File: src/rtl/rcm_pkg.sv
package rcm_pkg;

  typedef enum logic [1:0] {
    MODE_BPSK  = 2'd0,
    MODE_QPSK  = 2'd1,
    MODE_QAM16 = 2'd2,
    MODE_QAM64 = 2'd3
  } rcm_mode_e;

  typedef enum logic [1:0] {
    PSEL_PASS = 2'd0,
    PSEL_PAIR = 2'd1,
    PSEL_ROT1 = 2'd2,
    PSEL_ROT2 = 2'd3
  } rcm_psel_e;

  // Column-side pattern for interleave direction
  function automatic rcm_psel_e col_psel(input rcm_mode_e m, input int unsigned a);
    rcm_psel_e s;
    s = PSEL_PASS;
    case (m)
      MODE_QAM16: s = (a % 2 == 1) ? PSEL_PAIR : PSEL_PASS;
      MODE_QAM64: begin
        case (a % 3)
          1:       s = PSEL_ROT1;
          2:       s = PSEL_ROT2;
          default: s = PSEL_PASS;
        endcase
      end
      default: s = PSEL_PASS;
    endcase
    return s;
  endfunction

  // Inverse pattern used on the row side when deinterleaving
  function automatic rcm_psel_e inv_psel(input rcm_psel_e s);
    rcm_psel_e r;
    case (s)
      PSEL_ROT1: r = PSEL_ROT2;
      PSEL_ROT2: r = PSEL_ROT1;
      default:   r = s;
    endcase
    return r;
  endfunction

  // Source bit index feeding output bit i under pattern s
  function automatic int unsigned src_bit(input int unsigned i, input rcm_psel_e s,
                                          input int unsigned w);
    int unsigned j;
    case (s)
      PSEL_PAIR: j = i ^ 1;
      PSEL_ROT1: j = 3 * (i / 3) + ((i % 3) + 1) % 3;
      PSEL_ROT2: j = 3 * (i / 3) + ((i % 3) + 2) % 3;
      default:   j = i;
    endcase
    if (j >= w) j = i;
    return j;
  endfunction

endpackage

File: src/rtl/rcm_perm_net.sv
module rcm_perm_net
  import rcm_pkg::*;
#(
  parameter int W = 18
) (
  input  logic [W-1:0] din,
  input  rcm_psel_e    sel,
  output logic [W-1:0] dout
);

  for (genvar i = 0; i < W; i++) begin : g_bit
    localparam int unsigned SRC_PAIR = src_bit(i, PSEL_PAIR, W);
    localparam int unsigned SRC_ROT1 = src_bit(i, PSEL_ROT1, W);
    localparam int unsigned SRC_ROT2 = src_bit(i, PSEL_ROT2, W);
    logic [3:0] cand;
    assign cand    = {din[SRC_ROT2], din[SRC_ROT1], din[SRC_PAIR], din[i]};
    assign dout[i] = cand[sel];
  end

endmodule

File: src/rtl/rcm_ctrl_table.sv
module rcm_ctrl_table
  import rcm_pkg::*;
#(
  parameter int DIM = 18,
  parameter int AW  = 5
) (
  input  rcm_mode_e         mode,
  input  logic              dir,
  input  logic [AW-1:0]     wr_addr,
  input  logic [AW-1:0]     rd_addr,
  output rcm_psel_e         row_sel,
  output rcm_psel_e         col_sel
);

  localparam int NMODE = 4;

  rcm_psel_e lut [NMODE][DIM];
  rcm_psel_e wr_entry;
  rcm_psel_e rd_entry;

  for (genvar m = 0; m < NMODE; m++) begin : g_mode
    for (genvar a = 0; a < DIM; a++) begin : g_addr
      assign lut[m][a] = col_psel(rcm_mode_e'(m), a);
    end
  end

  always_comb begin
    wr_entry = PSEL_PASS;
    rd_entry = PSEL_PASS;
    if (int'(wr_addr) < DIM) wr_entry = lut[mode][wr_addr];
    if (int'(rd_addr) < DIM) rd_entry = lut[mode][rd_addr];
    row_sel = dir ? inv_psel(wr_entry) : PSEL_PASS;
    col_sel = dir ? PSEL_PASS : rd_entry;
  end

endmodule

File: src/rtl/rcm_bit_matrix.sv
module rcm_bit_matrix #(
  parameter int DIM = 18,
  parameter int AW  = 5
) (
  input  logic           clk,
  input  logic           rst_n,
  input  logic           wr_en,
  input  logic [AW-1:0]  wr_addr,
  input  logic [DIM-1:0] wr_word,
  input  logic [DIM-1:0] wr_keep,
  input  logic [AW-1:0]  rd_addr,
  output logic [DIM-1:0] col_word
);

  logic [DIM-1:0] cell_q [DIM];
  logic [DIM-1:0] cell_d [DIM];

  for (genvar r = 0; r < DIM; r++) begin : g_row
    logic row_hit;
    assign row_hit = wr_en && (wr_addr == AW'(r));

    always_comb begin
      cell_d[r] = (cell_q[r] & ~wr_keep) | (wr_word & wr_keep);
    end

    always_ff @(posedge clk or negedge rst_n) begin
      if (!rst_n) begin
        cell_q[r] <= '0;
      end else if (row_hit) begin
        cell_q[r] <= cell_d[r];
      end
    end

    assign col_word[r] = (int'(rd_addr) < DIM) ? cell_q[r][rd_addr] : 1'b0;
  end

endmodule

File: src/rtl/rcm_interleaver.sv
module rcm_interleaver
  import rcm_pkg::*;
#(
  parameter  int DIM = 18,
  localparam int AW  = $clog2(DIM),
  localparam int CW  = $clog2(DIM + 1)
) (
  input  logic           clk,
  input  logic           rst_n,
  input  logic [CW-1:0]  cfg_rows,
  input  logic [CW-1:0]  cfg_cols,
  input  logic [1:0]     cfg_mode,
  input  logic           cfg_dir,
  input  logic           wr_en,
  input  logic [AW-1:0]  wr_row,
  input  logic [DIM-1:0] wr_data,
  input  logic           rd_en,
  input  logic [AW-1:0]  rd_col,
  output logic [DIM-1:0] rd_data
);

  logic [DIM-1:0] row_keep;
  logic [DIM-1:0] col_keep;
  logic           wr_ok;
  logic           rd_ok;
  rcm_mode_e      mode_e;
  rcm_psel_e      row_sel;
  rcm_psel_e      col_sel;
  logic [DIM-1:0] wr_perm;
  logic [DIM-1:0] col_raw;
  logic [DIM-1:0] col_gated;
  logic [DIM-1:0] col_perm;
  logic [DIM-1:0] rd_d;
  logic [DIM-1:0] rd_q;

  for (genvar i = 0; i < DIM; i++) begin : g_keep
    assign row_keep[i] = (i < int'(cfg_rows));
    assign col_keep[i] = (i < int'(cfg_cols));
  end

  assign mode_e = rcm_mode_e'(cfg_mode);
  assign wr_ok  = wr_en && (int'(wr_row) < int'(cfg_rows)) && (int'(wr_row) < DIM);
  assign rd_ok  = rd_en && (int'(rd_col) < int'(cfg_cols)) && (int'(rd_col) < DIM);

  rcm_ctrl_table #(.DIM(DIM), .AW(AW)) u_tbl (
    .mode    (mode_e),
    .dir     (cfg_dir),
    .wr_addr (wr_row),
    .rd_addr (rd_col),
    .row_sel (row_sel),
    .col_sel (col_sel)
  );

  rcm_perm_net #(.W(DIM)) u_row_perm (
    .din  (wr_data),
    .sel  (row_sel),
    .dout (wr_perm)
  );

  rcm_bit_matrix #(.DIM(DIM), .AW(AW)) u_mat (
    .clk      (clk),
    .rst_n    (rst_n),
    .wr_en    (wr_ok),
    .wr_addr  (wr_row),
    .wr_word  (wr_perm),
    .wr_keep  (col_keep),
    .rd_addr  (rd_col),
    .col_word (col_raw)
  );

  assign col_gated = col_raw & row_keep;

  rcm_perm_net #(.W(DIM)) u_col_perm (
    .din  (col_gated),
    .sel  (col_sel),
    .dout (col_perm)
  );

  always_comb begin
    rd_d = col_perm & row_keep;
  end

  always_ff @(posedge clk or negedge rst_n) begin
    if (!rst_n) begin
      rd_q <= '0;
    end else if (rd_ok) begin
      rd_q <= rd_d;
    end
  end

  assign rd_data = rd_q;

endmodule

File: config.mk
export PLATFORM = sky130hd
export DESIGN_NAME = rcm_interleaver
export DESIGN_NICKNAME = d
export VERILOG_FILES = /design/src/rtl/rcm_pkg.sv /design/src/rtl/rcm_perm_net.sv /design/src/rtl/rcm_ctrl_table.sv /design/src/rtl/rcm_bit_matrix.sv /design/src/rtl/rcm_interleaver.sv
export SDC_FILE = /design/constraint.sdc
export NUM_CORES = 1
export LEC_CHECK = 0
export BUFFER_PORTS_ARGS = -buffer_cell sky130_fd_sc_hd__buf_2
export CELL_PAD_IN_SITES_DETAIL_PLACEMENT = 1
export CELL_PAD_IN_SITES_GLOBAL_PLACEMENT = 1
export CORE_MARGIN = 4
export CORE_UTILIZATION = 49
export CTS_CLUSTER_DIAMETER = 120
export CTS_CLUSTER_SIZE = 14
export DETAILED_ROUTE_END_ITERATION = 10
export PLACE_DENSITY_LB_ADDON = 0.1
export SKIP_CTS_REPAIR_TIMING = 1
export SLEW_MARGIN = 20
export SYNTH_ARGS = -nofsm -noshare
export SYNTH_HDL_FRONTEND = slang
export SYNTH_SLANG_ARGS = --single-unit
File: constraint.sdc
create_clock -name clk -period 2.3 [get_ports clk]
set_clock_uncertainty 0.15 [all_clocks]
set_input_delay 0.115 -clock clk [delete_from_list [all_inputs] [get_ports clk]]
set_output_delay 0.115 -clock clk [all_outputs]
set_load 0.01 [all_outputs]
-- Yosys cells after proc, flatten, opt, wreduce, memory -nomap -nowiden
Index checks and enable logic that the tools add are counted.
- register bits: 342
- bits of input ports: 45
- output and inout bits: 18
- word-level logic and storage cells: 290
- $lt $le $gt $ge: 46
- eq/ne operators: 19
- multiplexer cells: 140
- bitwise logic cells: 43
- reduce and logical (&&, ||, !) cells: 23
- operators with widths (cell ; count):
    $and A18 B18 Y18 ; 21
    $or A18 B18 Y18 ; 18
    $bmux W1 S5 ; 18
    $lt A4 B5 Y1 const A ; 16
    $bmux W1 S2 ; 36
    $bmux W36 S2 ; 1
    $mux W1 ; 72
    $mux W36 ; 2
    $eq A5 B4 Y1 const B ; 8
    $lt A3 B5 Y1 const A ; 8
    $logic_and A1 B1 Y1 ; 22
    $bmux W2 S5 ; 2
    $eq A5 B3 Y1 const B ; 4
    $lt A1 B5 Y1 const A ; 4
    $lt A2 B5 Y1 const A ; 4
    $lt A5 B5 Y1 const A ; 4
    $not A18 Y18 ; 1
    $mux W2 ; 8
    $ge A6 B6 Y1 const B ; 2
    $not A5 Y6 ; 2
    $eq A5 B2 Y1 const B ; 2
    $eq A5 B5 Y1 const B ; 2
    $lt A5 B5 Y1 ; 2
    $lt A5 B5 Y1 const B ; 2
    8 further kinds ; 10

-- Longest topological paths before layout
Gate-level depths: netlist of run 1.
- depth after elaboration: 15
- mapped depth: 19
- gate-level depth less buffers: 15

-- Hierarchy
From an unflattened synthesis of run 1, not the netlist that was laid out.
- cell total of the unflattened synthesis: 1572
- area, all modules: 18809.3 um^2
- modules (own cells, without submodules) (module ; times used ; cells each ; area an instance (um^2) ; sequential area each (um^2)):
    rcm_bit_matrix ; 1 ; 1283 ; 16047.9 ; 8107.8
    rcm_interleaver ; 1 ; 159 ; 1428.9 ; 450.4
    rcm_perm_net ; 2 ; 37 ; 464.2 ; 0.0
    rcm_ctrl_table ; 1 ; 56 ; 404.1 ; 0.0

-- Worst setup path before layout of run 1
Ideal clock, no wire load.
- path kind: input -> register
- start point: input wr_row[0]
- end point: register (tool-made name)
- library setup time: 0.134 ns
- arrival: 2.749 ns
- required time: 2.016 ns
- slack: -0.733 ns
- stages on the path: 15
- buffers on the path: 4
- path through: buf_1 > mux2i_1 > a21oi_1 > o21ai_0 > and2_1 > inv_1 > ha_1 > or2_2 > a21o_4 > buf_6 > buf_8 > o22a_1 > o221ai_4 > buf_6 > o31ai_1
- RTL lines (item ; RTL line ; text):
    from (decl) ; rcm_interleaver.sv:15 ; input logic [AW-1:0] wr_row,

==> results of run 1 <==
how the worst max path moves through the flow:
stage / slack (ns) / to
floorplan: -0.55 / flop
global placement: -0.72 / flop
detailed placement: -0.81 / flop
CTS: -0.23 / flop
global route: -0.58 / flop
finish: -0.46 / flop
synth_stat cells (11+ instances only):
cell / number
o31ai_1: 41
nand2_1: 118
a22oi_1: 11
o211ai_1: 12
buf_6: 11
and2_1: 23
dfrtp_1: 342
buf_4: 16
nor2_1: 59
nor3_1: 11
o21ai_0: 568
mux2i_1: 57
inv_1: 17
nand3_1: 14
o22ai_1: 25
buf_2: 21
a21oi_1: 99
a211oi_1: 23
mux4_2: 54
o21ai_1: 11
mux2_2: 13
clkbuf_1: 99
per-layer routing:
| metal | vias up | wire length [um] | GRT usage [%] |
|---|---|---|---|
| met5 | - | 27 | 0 |
| met4 | 4 | 4610 | 10.2 |
| met3 | 311 | 6650 | 7.49 |
| met2 | 1009 | 35500 | 53.4 |
| met1 | 8845 | 29200 | 45.7 |
| li1 | 7106 | - | - |
final cells by class:
cell class	count	area share [%]
well taps	461	2.54
repair buffers	356	16.0
inverters	17	0.292
clock buffers	29	3.19
multi-input cells	1268	40.3
clock inverters	1	0.0385
flip-flops and latches	342	37.6
cell families (layout without fill, tap and decap cells):
kind of cell	count (synthesis)	in the layout	synth area share, %
DFF	342	342	48.6
buffers and inverters	175	403	4.81
xor gates and xnor gates	3	3	0.192
and+or+nand+nor	267	267	7.04
muxes	124	124	11.0
adders and majority gates	10	10	0.710
AOI/OAI and AO/OA	861	864	27.7
worst reg2reg max path: cells and delay by family (launching register included):
| family | cells | cell delay [ns] |
|---|---|---|
| flops | 1 | 0.44 |
| mux | 1 | 0.51 |
| compound gates | 3 | 0.77 |
| simple gates | 3 | 0.44 |
where the power goes:
part / switching, mW / internal [mW] / total [mW] / leakage, nW
Clock: 2.23 / 2.21 / 4.44 / 0.362
Combinational: 2.58 / 1.89 / 4.47 / 4.97
Sequential: 0.614 / 6.94 / 7.56 / 4.59
per-stage QoR:
stage          setup slack, ns  util [%]  area, um^2
2_1_floorplan           -0.554         -       17900
3_3_place_gp            -0.717      57.8       20500
3_5_place_dp            -0.814      57.8       20500
4_1_cts                 -0.230      59.9       21200
5_1_grt                 -0.583      64.1       22700
6_report                -0.460      64.1       22700
==> flow_summary_export.csv, run 1 <==
group,metric,value,unit
min_path,hold_path_depth,6,
critical_path,start_kind,"input pin",
critical_path,reg2regPathDepth,7,
timing,grt_setup_unrepaired,"true",
placement,numPlacedInstances,2395,
synthesis,yosysSeqAreaShare,48.6,%
synthesis,synth_warnings,0,
status,outcome,"complete, but fails checks",
timing,hold_ws,0.00466,ns
clock_network,cts_tree,"done",
finish,stdcell_count,2474,
floorplan,core_area,0.0355,mm^2
min_path,min_to,"rd_data[13]",
route,drt_iter0_markers,1865,
critical_path,cp-startpoint,"wr_row[3]",
finish,nNetsFinal,2068,
finish,filler_cell_count,3740,
clock_network,path_clk_slew,0.07,ns
clock_network,cts_sinks,342,
synthesis,synth_area,0.0176,mm^2
finish,multi_input_area,0.00916,mm^2
min_path,worstHoldPathType,"input pin to flop",
synthesis,ys_seq_elements,342,
floorplan,die_x,198,um
route,wl,76000,um
finish,seqCellArea,0.00856,mm^2
synthesis,ys_top_cells_by_area,"dfrtp_1 49%, o21ai_0 16%, mux4_2 6.9%, mux2i_1 3.2%, a21oi_1 2.8%",
synthesis,synthDistinctLibCells,75,
critical_path,slowest_delay,0.27,ns
timing,worst_pin_slew,0.726,ns
min_path,hold_path_startpoint,"rd_en",
global_route,grt_max_degree,72,
synthesis,syn_inst,1782,
critical_path,crit_type,"input pin to flop",
finish,n_antenna_cell,0,
status,violations,"negative setup slack",
clock_network,clock_path_buffers,3,
timing,period_share,120,%
timing,setup_violations,338,
timing,tns,-95.73,ns
floorplan,row_count,69,
critical_path,cp_cell_sequence,"buf_12 -> xor2_4 -> nor3_2 -> nor2_1 -> a31oi_1 -> a21oi_1 -> o21ai_1 -> and2_4 -> inv_4 -> ha_4 -> or2_4 -> buf_6 -> a21o_4 -> buf_4 -> a21oi_2 -> a21oi_2 -> o21ai_4 -> clkbuf_16 -> o21ai_1",
synthesis,synth_ff_type,"dfrtp_1",
timing,period_needed,2.76,ns
critical_path,required,2.56,ns
critical_path,cp_num_buf_inv,5,
power,totalPowerFinal,16.5,mW
route,wl_per_cell,30.7,um
floorplan,die_area,0.0391,mm^2
critical_path,slowest_stage,"or2_4",
timing,relSlewSlack,51.4,%
floorplan,io_pins,63,
clock_network,numCtsBuffers,28,
critical_path,worstPathArrival,3.02,ns
route,viasPerCell,6.98,
timing,worst_slack,-0.460,ns
clock_network,htree_levels,1,
critical_path,rrSetupSlack,-0.13,ns
critical_path,timing.rr.end,"rd_data[13]",
route,first_pass_iters,6,
synthesis,synth_edf_count,0,
floorplan,die_y,198,um
critical_path,cp-end-kind,"flop",
route,vias,17300,
placement,portBuffers,62,
power,leakage,9.93,nW
finish,layout-drive-gt1-share,32.8,%
synthesis,async_flop_share,100,%
timing,finalHoldViolations,0,
global_route,groute.usage.overall,33.3,%
critical_path,critical_path.max_fanout,9,
clock_network,cts-root-buf,"clkbuf_16",
global_route,antenna_found_initial,3,
finish,syn2layout_area_growth,29.0,%
placement,hpwlAfterDp,46500,um
synthesis,synth_nets,1837,
clock_network,clock_latency,0.57,ns
timing,fmax,0.362,GHz
power,peakVddDrop,617,uV
global_route,grt_pass1_vias,16800,
placement,gp_congestion,0.983,
critical_path,cp_num_cells,19,
route,ant_nets,0,
synthesis,synth_top_area_share,48.6,%
finish,layout_commonest_cell,"dfrtp_1",
synthesis,post_synth.cell_area_avg,9.89,um^2
run,cap_violations,0,
global_route,grt_pass1_wl,101000,um
floorplan,start_util,49.7,%
synthesis,synth_top_area_cell,"dfrtp_1",
power,powerDensity,724,mW/mm^2
route,post-route-drc-count,0,
critical_path,critical-path-top-delay-family,"compound AO/OA/AOI/OAI gates",
global_route,grt_overflow,0,
finish,final_cell_mix,"342 x dfrtp_1, 339 x o21ai_0, 202 x buf_4",
timing,maxSlewViolCount,0,
No activity file was read; power rests on OpenSTA's default activity.
==> run 2, diff against run 1 <==
Settings changed: ABC_AREA set to 1, CAP_MARGIN set to 20, CORE_UTILIZATION 49 to 46, GPL_ROUTABILITY_DRIVEN set to 0.
==> flow_summary_export.csv, run 2 <==
group,metric,value,unit
finish,layout-drive-gt1-share,13.0,%
finish,final_cell_mix,"887 x nand2_1, 342 x dfrtp_1, 338 x nand3_1",
finish,nNetsFinal,3120,
timing,hold_ws,-0.0376,ns
finish,final_cell_area,0.0237,mm^2
clock_network,clock_latency,0.59,ns
power,peakVddDrop,618,uV
synthesis,ys_seq_elements,342,
clock_network,cts_sinks,342,
power,leakage,12.4,nW
global_route,grt_pass1_wl,129000,um
route,post-route-drc-count,0,
floorplan,die_area,0.0469,mm^2
floorplan,start_util,46.4,%
synthesis,yosys-top-cells-count,"893 x nand2_1, 342 x dfrtp_1, 339 x nand3_1",
timing,grt_setup_unrepaired,"false",
clock_network,cts-root-buf,"clkbuf_16",
placement,hpwlAfterDp,59000,um
route,vias,21900,
min_path,worstHoldPathType,"input pin to flop",
synthesis,synth_edf_count,0,
route,viasPerCell,5.99,
critical_path,critical-path-top-delay-family,"buffers and inverters",
global_route,antenna_found_initial,0,
critical_path,slowest_delay,0.22,ns
clock_network,numCtsBuffers,28,
clock_network,htree_levels,1,
run,cap_violations,0,
route,wl,84500,um
finish,layout_commonest_cell,"nand2_1",
clock_network,cts_tree,"done",
critical_path,crit_type,"input pin to flop",
floorplan,row_count,76,
clock_network,path_clk_slew,0.07,ns
timing,relSlewSlack,60.0,%
critical_path,timing.rr.end,"rd_data[12]",
synthesis,synth_warnings,0,
critical_path,slowest_stage,"nor3_2",
critical_path,cp_cell_sequence,"buf_2 -> buf_4 -> nor2_2 -> inv_1 -> nor3_2 -> nor2_1 -> nand2_1 -> nand2_1 -> inv_1 -> ha_1 -> nor2_2 -> buf_4 -> a21oi_4 -> buf_12 -> buf_4 -> nand2_4 -> clkbuf_16 -> nand3_1 -> nand2_1",
power,powerDensity,646,mW/mm^2
placement,placed_area,0.0227,mm^2
route,ant_nets,0,
clock_network,clock_path_buffers,3,
finish,syn2layout_area_growth,18.3,%
synthesis,synth_nets,2967,
timing,period_needed,2.19,ns
route,wl_per_cell,23.2,um
synthesis,synth_top_area_share,42.8,%
critical_path,rrSetupSlack,0.25,ns
timing,maxSlewViolCount,0,
synthesis,synth_top_area_cell,"dfrtp_1",
timing,period_share,95.1,%
synthesis,ys_top_cells_by_area,"dfrtp_1 43%, nand2_1 17%, nand3_1 8.5%, o21ai_0 8.0%, nor2_1 4.8%",
route,drt_iter0_markers,2233,
status,outcome,"complete, but fails checks",
timing,worst_pin_slew,0.600,ns
synthesis,syn_inst,2912,
synthesis,synth_area,0.0200,mm^2
global_route,grt_overflow,0,
global_route,groute.usage.overall,34.9,%
floorplan,die_x,217,um
route,first_pass_iters,6,
critical_path,start_kind,"input pin",
synthesis,async_flop_share,100,%
floorplan,core_area,0.0431,mm^2
timing,setup_violations,0,
critical_path,critical_path.max_fanout,17,
global_route,grt_max_degree,72,
finish,final_util,54.9,%
status,violations,"negative hold slack",
min_path,hold_path_depth,5,
critical_path,cp_num_buf_inv,8,
floorplan,io_pins,63,
finish,n_antenna_cell,0,
timing,fmax,0.457,GHz
critical_path,worstPathArrival,2.50,ns
critical_path,reg2regPathDepth,12,
synthesis,post_synth.cell_area_avg,6.87,um^2
synthesis,synth_ff_type,"dfrtp_1",
min_path,hold_path_startpoint,"cfg_dir",
synthesis,yosysSeqAreaShare,42.8,%
critical_path,required,2.61,ns
critical_path,cp-end-kind,"flop",
synthesis,synth_most_common_cell,"nand2_1",
placement,portBuffers,62,
finish,filler_cell_count,5598,
timing,finalHoldViolations,7,
synthesis,synthDistinctLibCells,36,
floorplan,die_y,217,um
global_route,grt_pass1_vias,22500,
run 2: cell types whose count changed in the layout (fill, tap and decap cells not counted), sizes merged, moves of 41 or more:
cell / previous run / this run
nand2: 118 / 922
nand3: 14 / 350
o21ai: 580 / 323
inv: 18 / 250
nor2: 63 / 260
nand4: 3 / 89
mux2i: 57 / 0
mux4: 54 / 0
buf: 340 / 290
a21oi: 101 / 148
o31ai: 41 / 0
run 2: layer usage:
| layer | vias up | part of all wire (%) | GRT usage (%) |
|---|---|---|---|
| met3 | 193 | 6.9 | 3.95 |
| met1 | 11000 | 42 | 46.9 |
| met2 | 930 | 46 | 57.4 |
| met5 | - | 0 | 0 |
| li1 | 9737 | - | - |
| met4 | 0 | 4.8 | 14.8 |
run 2: power by group:
part / internal [mW] / switching (mW) / total [mW]
Clock: 2.16 / 2.30 / 4.46
Combinational: 1.23 / 2.42 / 3.65
Sequential: 6.79 / 0.376 / 7.17
Total: 10.2 / 5.10 / 15.3
run 2: worst max path at each step:
stage | startpoint | to | slack [ns] | cells past startpoint
floorplan | wr_row[4] | flop | -0.03 | 16
global placement | wr_row[2] | flop | -0.55 | 17
detailed placement | wr_row[1] | flop | -0.59 | 16
CTS | wr_row[2] | flop | 0.007 | 16
global route | wr_row[2] | flop | 0.001 | 18
finish | wr_row[2] | flop | 0.11 | 19
run 2: layout make-up:
cell class	count	area, um^2	share of cell area, %
Timing Repair Buffer	302	2930	12.4
Multi-Input combinational cell	2138	9770	41.3
Inverter	253	952	4.02
Clock buffer	28	701	2.96
Clock inverter	2	25.0	0.106
Sequential cell	342	8560	36.2
Tap cell	585	732	3.09
run 2: cell families (layout without fill, tap and decap cells):
group	Yosys count	after routing	share of synthesized area, %
simple gates	1641	1643	35.3
flops	342	342	42.8
fa+ha+maj	10	10	0.625
compound gates	485	485	12.4
buf+inv	434	585	8.93
run 2: metrics by stage:
step / total power, mW / setup slack, ns / hold slack [ns] / cells / TNS [ns]
6_report: 15.3 / 0.112 / -0.0376 / 3650 / 0
5_1_grt: 16.0 / 0.00112 / 0.0125 / 3650 / 0
4_1_cts: 15.2 / 0.00678 / -0.713 / 3634 / 0
3_5_place_dp: 10.8 / -0.592 / -0.0860 / 3604 / -149.54
3_3_place_gp: 10.6 / -0.550 / -0.0909 / 3604 / -109.73
2_1_floorplan: 9.16 / -0.0290 / -0.331 / 2912 / -0.285
run 2: worst register-to-register path: cells and delay by family, from the launching register on:
| family | cells | cell delay [ns] |
|---|---|---|
| buffers and inverters | 1 | 0.06 |
| DFF | 1 | 0.40 |
| and+or+nand+nor | 11 | 1.31 |
==> run 3, diff against run 2 <==
==> constraint.sdc (replaced) <==
create_clock -name clk -period 2.3 [get_ports clk]
set_clock_uncertainty 0.15 [all_clocks]
set_input_delay 0.345 -clock clk [delete_from_list [all_inputs] [get_ports clk]]
set_output_delay 0.345 -clock clk [all_outputs]
set_load 0.01 [all_outputs]
==> flow_summary_export.csv, run 3 (synthesis gave the netlist of run 2 again) <==
group,metric,value,unit
status,outcome,"complete, but fails checks",
status,violations,"negative setup slack",
critical_path,slowest_stage,"ha_4",
global_route,grt_pass1_wl,132000,um
power,peakVddDrop,593,uV
route,first_pass_iters,5,
global_route,grt_pass1_vias,22900,
timing,maxSlewViolCount,0,
critical_path,critical-path-top-delay-family,"buffers and inverters",
clock_network,numCtsBuffers,28,
finish,layout-drive-gt1-share,15.9,%
route,drt_iter0_markers,2169,
run,cap_violations,0,
timing,finalHoldViolations,0,
finish,seqCellArea,0.00856,mm^2
global_route,antenna_found_initial,0,
floorplan,start_util,46.4,%
critical_path,worstPathArrival,2.62,ns
timing,fmax,0.433,GHz
critical_path,slowest_delay,0.29,ns
clock_network,clock_path_buffers,3,
critical_path,cp-end-kind,"flop",
power,p_switching,5.24,mW
finish,layout_commonest_cell,"nand2_1",
route,routed.top_layer,"met4",
finish,syn2layout_area_growth,22.3,%
finish,nNetsFinal,3171,
power,powerDensity,634,mW/mm^2
route,wl,88700,um
power,p_seq_share,46.3,%
power,p_comb_share,24.8,%
timing,setup_violations,2,
route,post-route-drc-count,0,
min_path,worstHoldPathType,"input pin to asynchronous set/reset pin",
route,viasPerCell,6.04,
global_route,grt_overflow,0,
floorplan,die_y,217,um
clock_network,cts_sinks,342,
critical_path,rrSetupSlack,0.22,ns
finish,multi_input_area,0.0100,mm^2
finish,final_cell_mix,"870 x nand2_1, 342 x dfrtp_1, 338 x nand3_1",
clock_network,cts-root-buf,"clkbuf_16",
route,vias,22400,
timing,period_needed,2.31,ns
power,clkPwrFrac,28.9,%
clock_network,clock_latency,0.60,ns
route,wl_met2,40600,um
critical_path,cp_cell_sequence,"buf_6 -> inv_2 -> nand2_4 -> o21ai_4 -> nand2_1 -> o211ai_1 -> nand2_1 -> nand2_2 -> inv_2 -> ha_4 -> nand2_8 -> buf_12 -> o21ai_1 -> buf_4 -> nand2_2 -> buf_12 -> nand3_1 -> o21ai_0",
placement,hpwlAfterDp,60900,um
power,leakage,12.8,nW
floorplan,die_x,217,um
floorplan,die_area,0.0469,mm^2
power,totalPowerFinal,15.5,mW
power,p_int,10.3,mW
global_route,grt_max_degree,80,
finish,stdcell_count,3701,
clock_network,htree_levels,1,
global_route,groute.usage.overall,35.9,%
finish,n_antenna_cell,0,
finish,filler_cell_count,5579,
route,wl_per_cell,24.0,um
placement,portBuffers,62,
route,ant_nets,0,
route,dr_wl_met3,7580,um
timing,worst_slack,-0.00913,ns
critical_path,cp_num_buf_inv,6,
timing,worst_pin_slew,1.11,ns
route,met1_length,35800,um
critical_path,required,2.61,ns
clock_network,cts_tree,"done",
power,p_sw_share,33.8,%
floorplan,core_area,0.0431,mm^2
critical_path,start_kind,"input pin",
clock_network,path_clk_slew,0.07,ns
floorplan,row_count,76,
floorplan,io_pins,63,
timing,period_share,100,%
critical_path,critical_path.max_fanout,18,
critical_path,crit_type,"input pin to flop",
timing,relSlewSlack,26.0,%
critical_path,cp-startpoint,"wr_row[2]",
placement,numPlacedInstances,3648,
run 3: changes by cell type in the layout (fill, tap and decap cells not counted), sizes merged:
cell | before | now
buf | 290 | 345
clkbuf | 29 | 32
nand3 | 350 | 353
clkinvlp | 0 | 1
inv | 250 | 249
dlygate4sd3 | 11 | 1
run 3: power groups by stage:
stage          Combinational (mW)  Clock (mW)  Sequential (mW)
6_report                     3.85        4.49             7.17
3_5_place_dp                 3.61           0             7.27
2_1_floorplan                2.05           0             7.19
3_3_place_gp                 3.44           0             7.22
5_1_grt                      4.20        4.75             7.25
4_1_cts                      3.64        4.54             7.16
run 3: cell type report:
cell class | instances | share of cell area [%]
clock buffers | 28 | 2.86
clock inverters | 2 | 0.102
inverters | 253 | 3.93
multi-input cells | 2141 | 41.0
flip-flops and latches | 342 | 35.0
well taps | 585 | 2.99
repair buffers | 350 | 14.1
run 3: through the flow:
stage          hold WS (ns)  worst slack, ns  setup TNS, ns  util, %  cell area [um^2]
2_1_floorplan        -0.101          -0.0161         -0.439        -             20400
3_3_place_gp         0.0680           -0.499        -144.02     54.0             23300
3_5_place_dp         0.0684           -0.678        -175.84     54.0             23300
4_1_cts              -0.558          -0.0591        -0.0698     55.7             24000
5_1_grt              0.0683          -0.0762         -0.786     56.8             24500
6_report             0.0557         -0.00913       -0.00937     56.8             24500
run 3: final timing paths:
path,end,cells after the start
setup reg to reg,rd_data[12],12
setup / recovery,flop,18
hold / removal,asynchronous set/reset pin,2
min in group clk,flop,5
max in group asynchronous,asynchronous set/reset pin,4
hold reg to reg,rd_data[8],2
run 3: metal layers:
| metal | vias up | track usage (%) |
|---|---|---|
| li1 | 9845 | - |
| met1 | 11200 | 48.1 |
| met2 | 1044 | 57.5 |
| met3 | 250 | 5.16 |
| met4 | 0 | 17.5 |
| met5 | - | 0 |
run 3: worst reg2reg max path: stages, from the launching register on:
cell and delay, ns:
dfrtp_1 0.39, inv_1 0.07, nand2_1 0.05, nand3_1 0.09
nand3_1 0.12, nand3_1 0.28, nand2_1 0.25, nand2_1 0.19
nand2_1 0.07, nand2_1 0.08, nand2_1 0.06, nand3_1 0.09
nand2_1 0.06
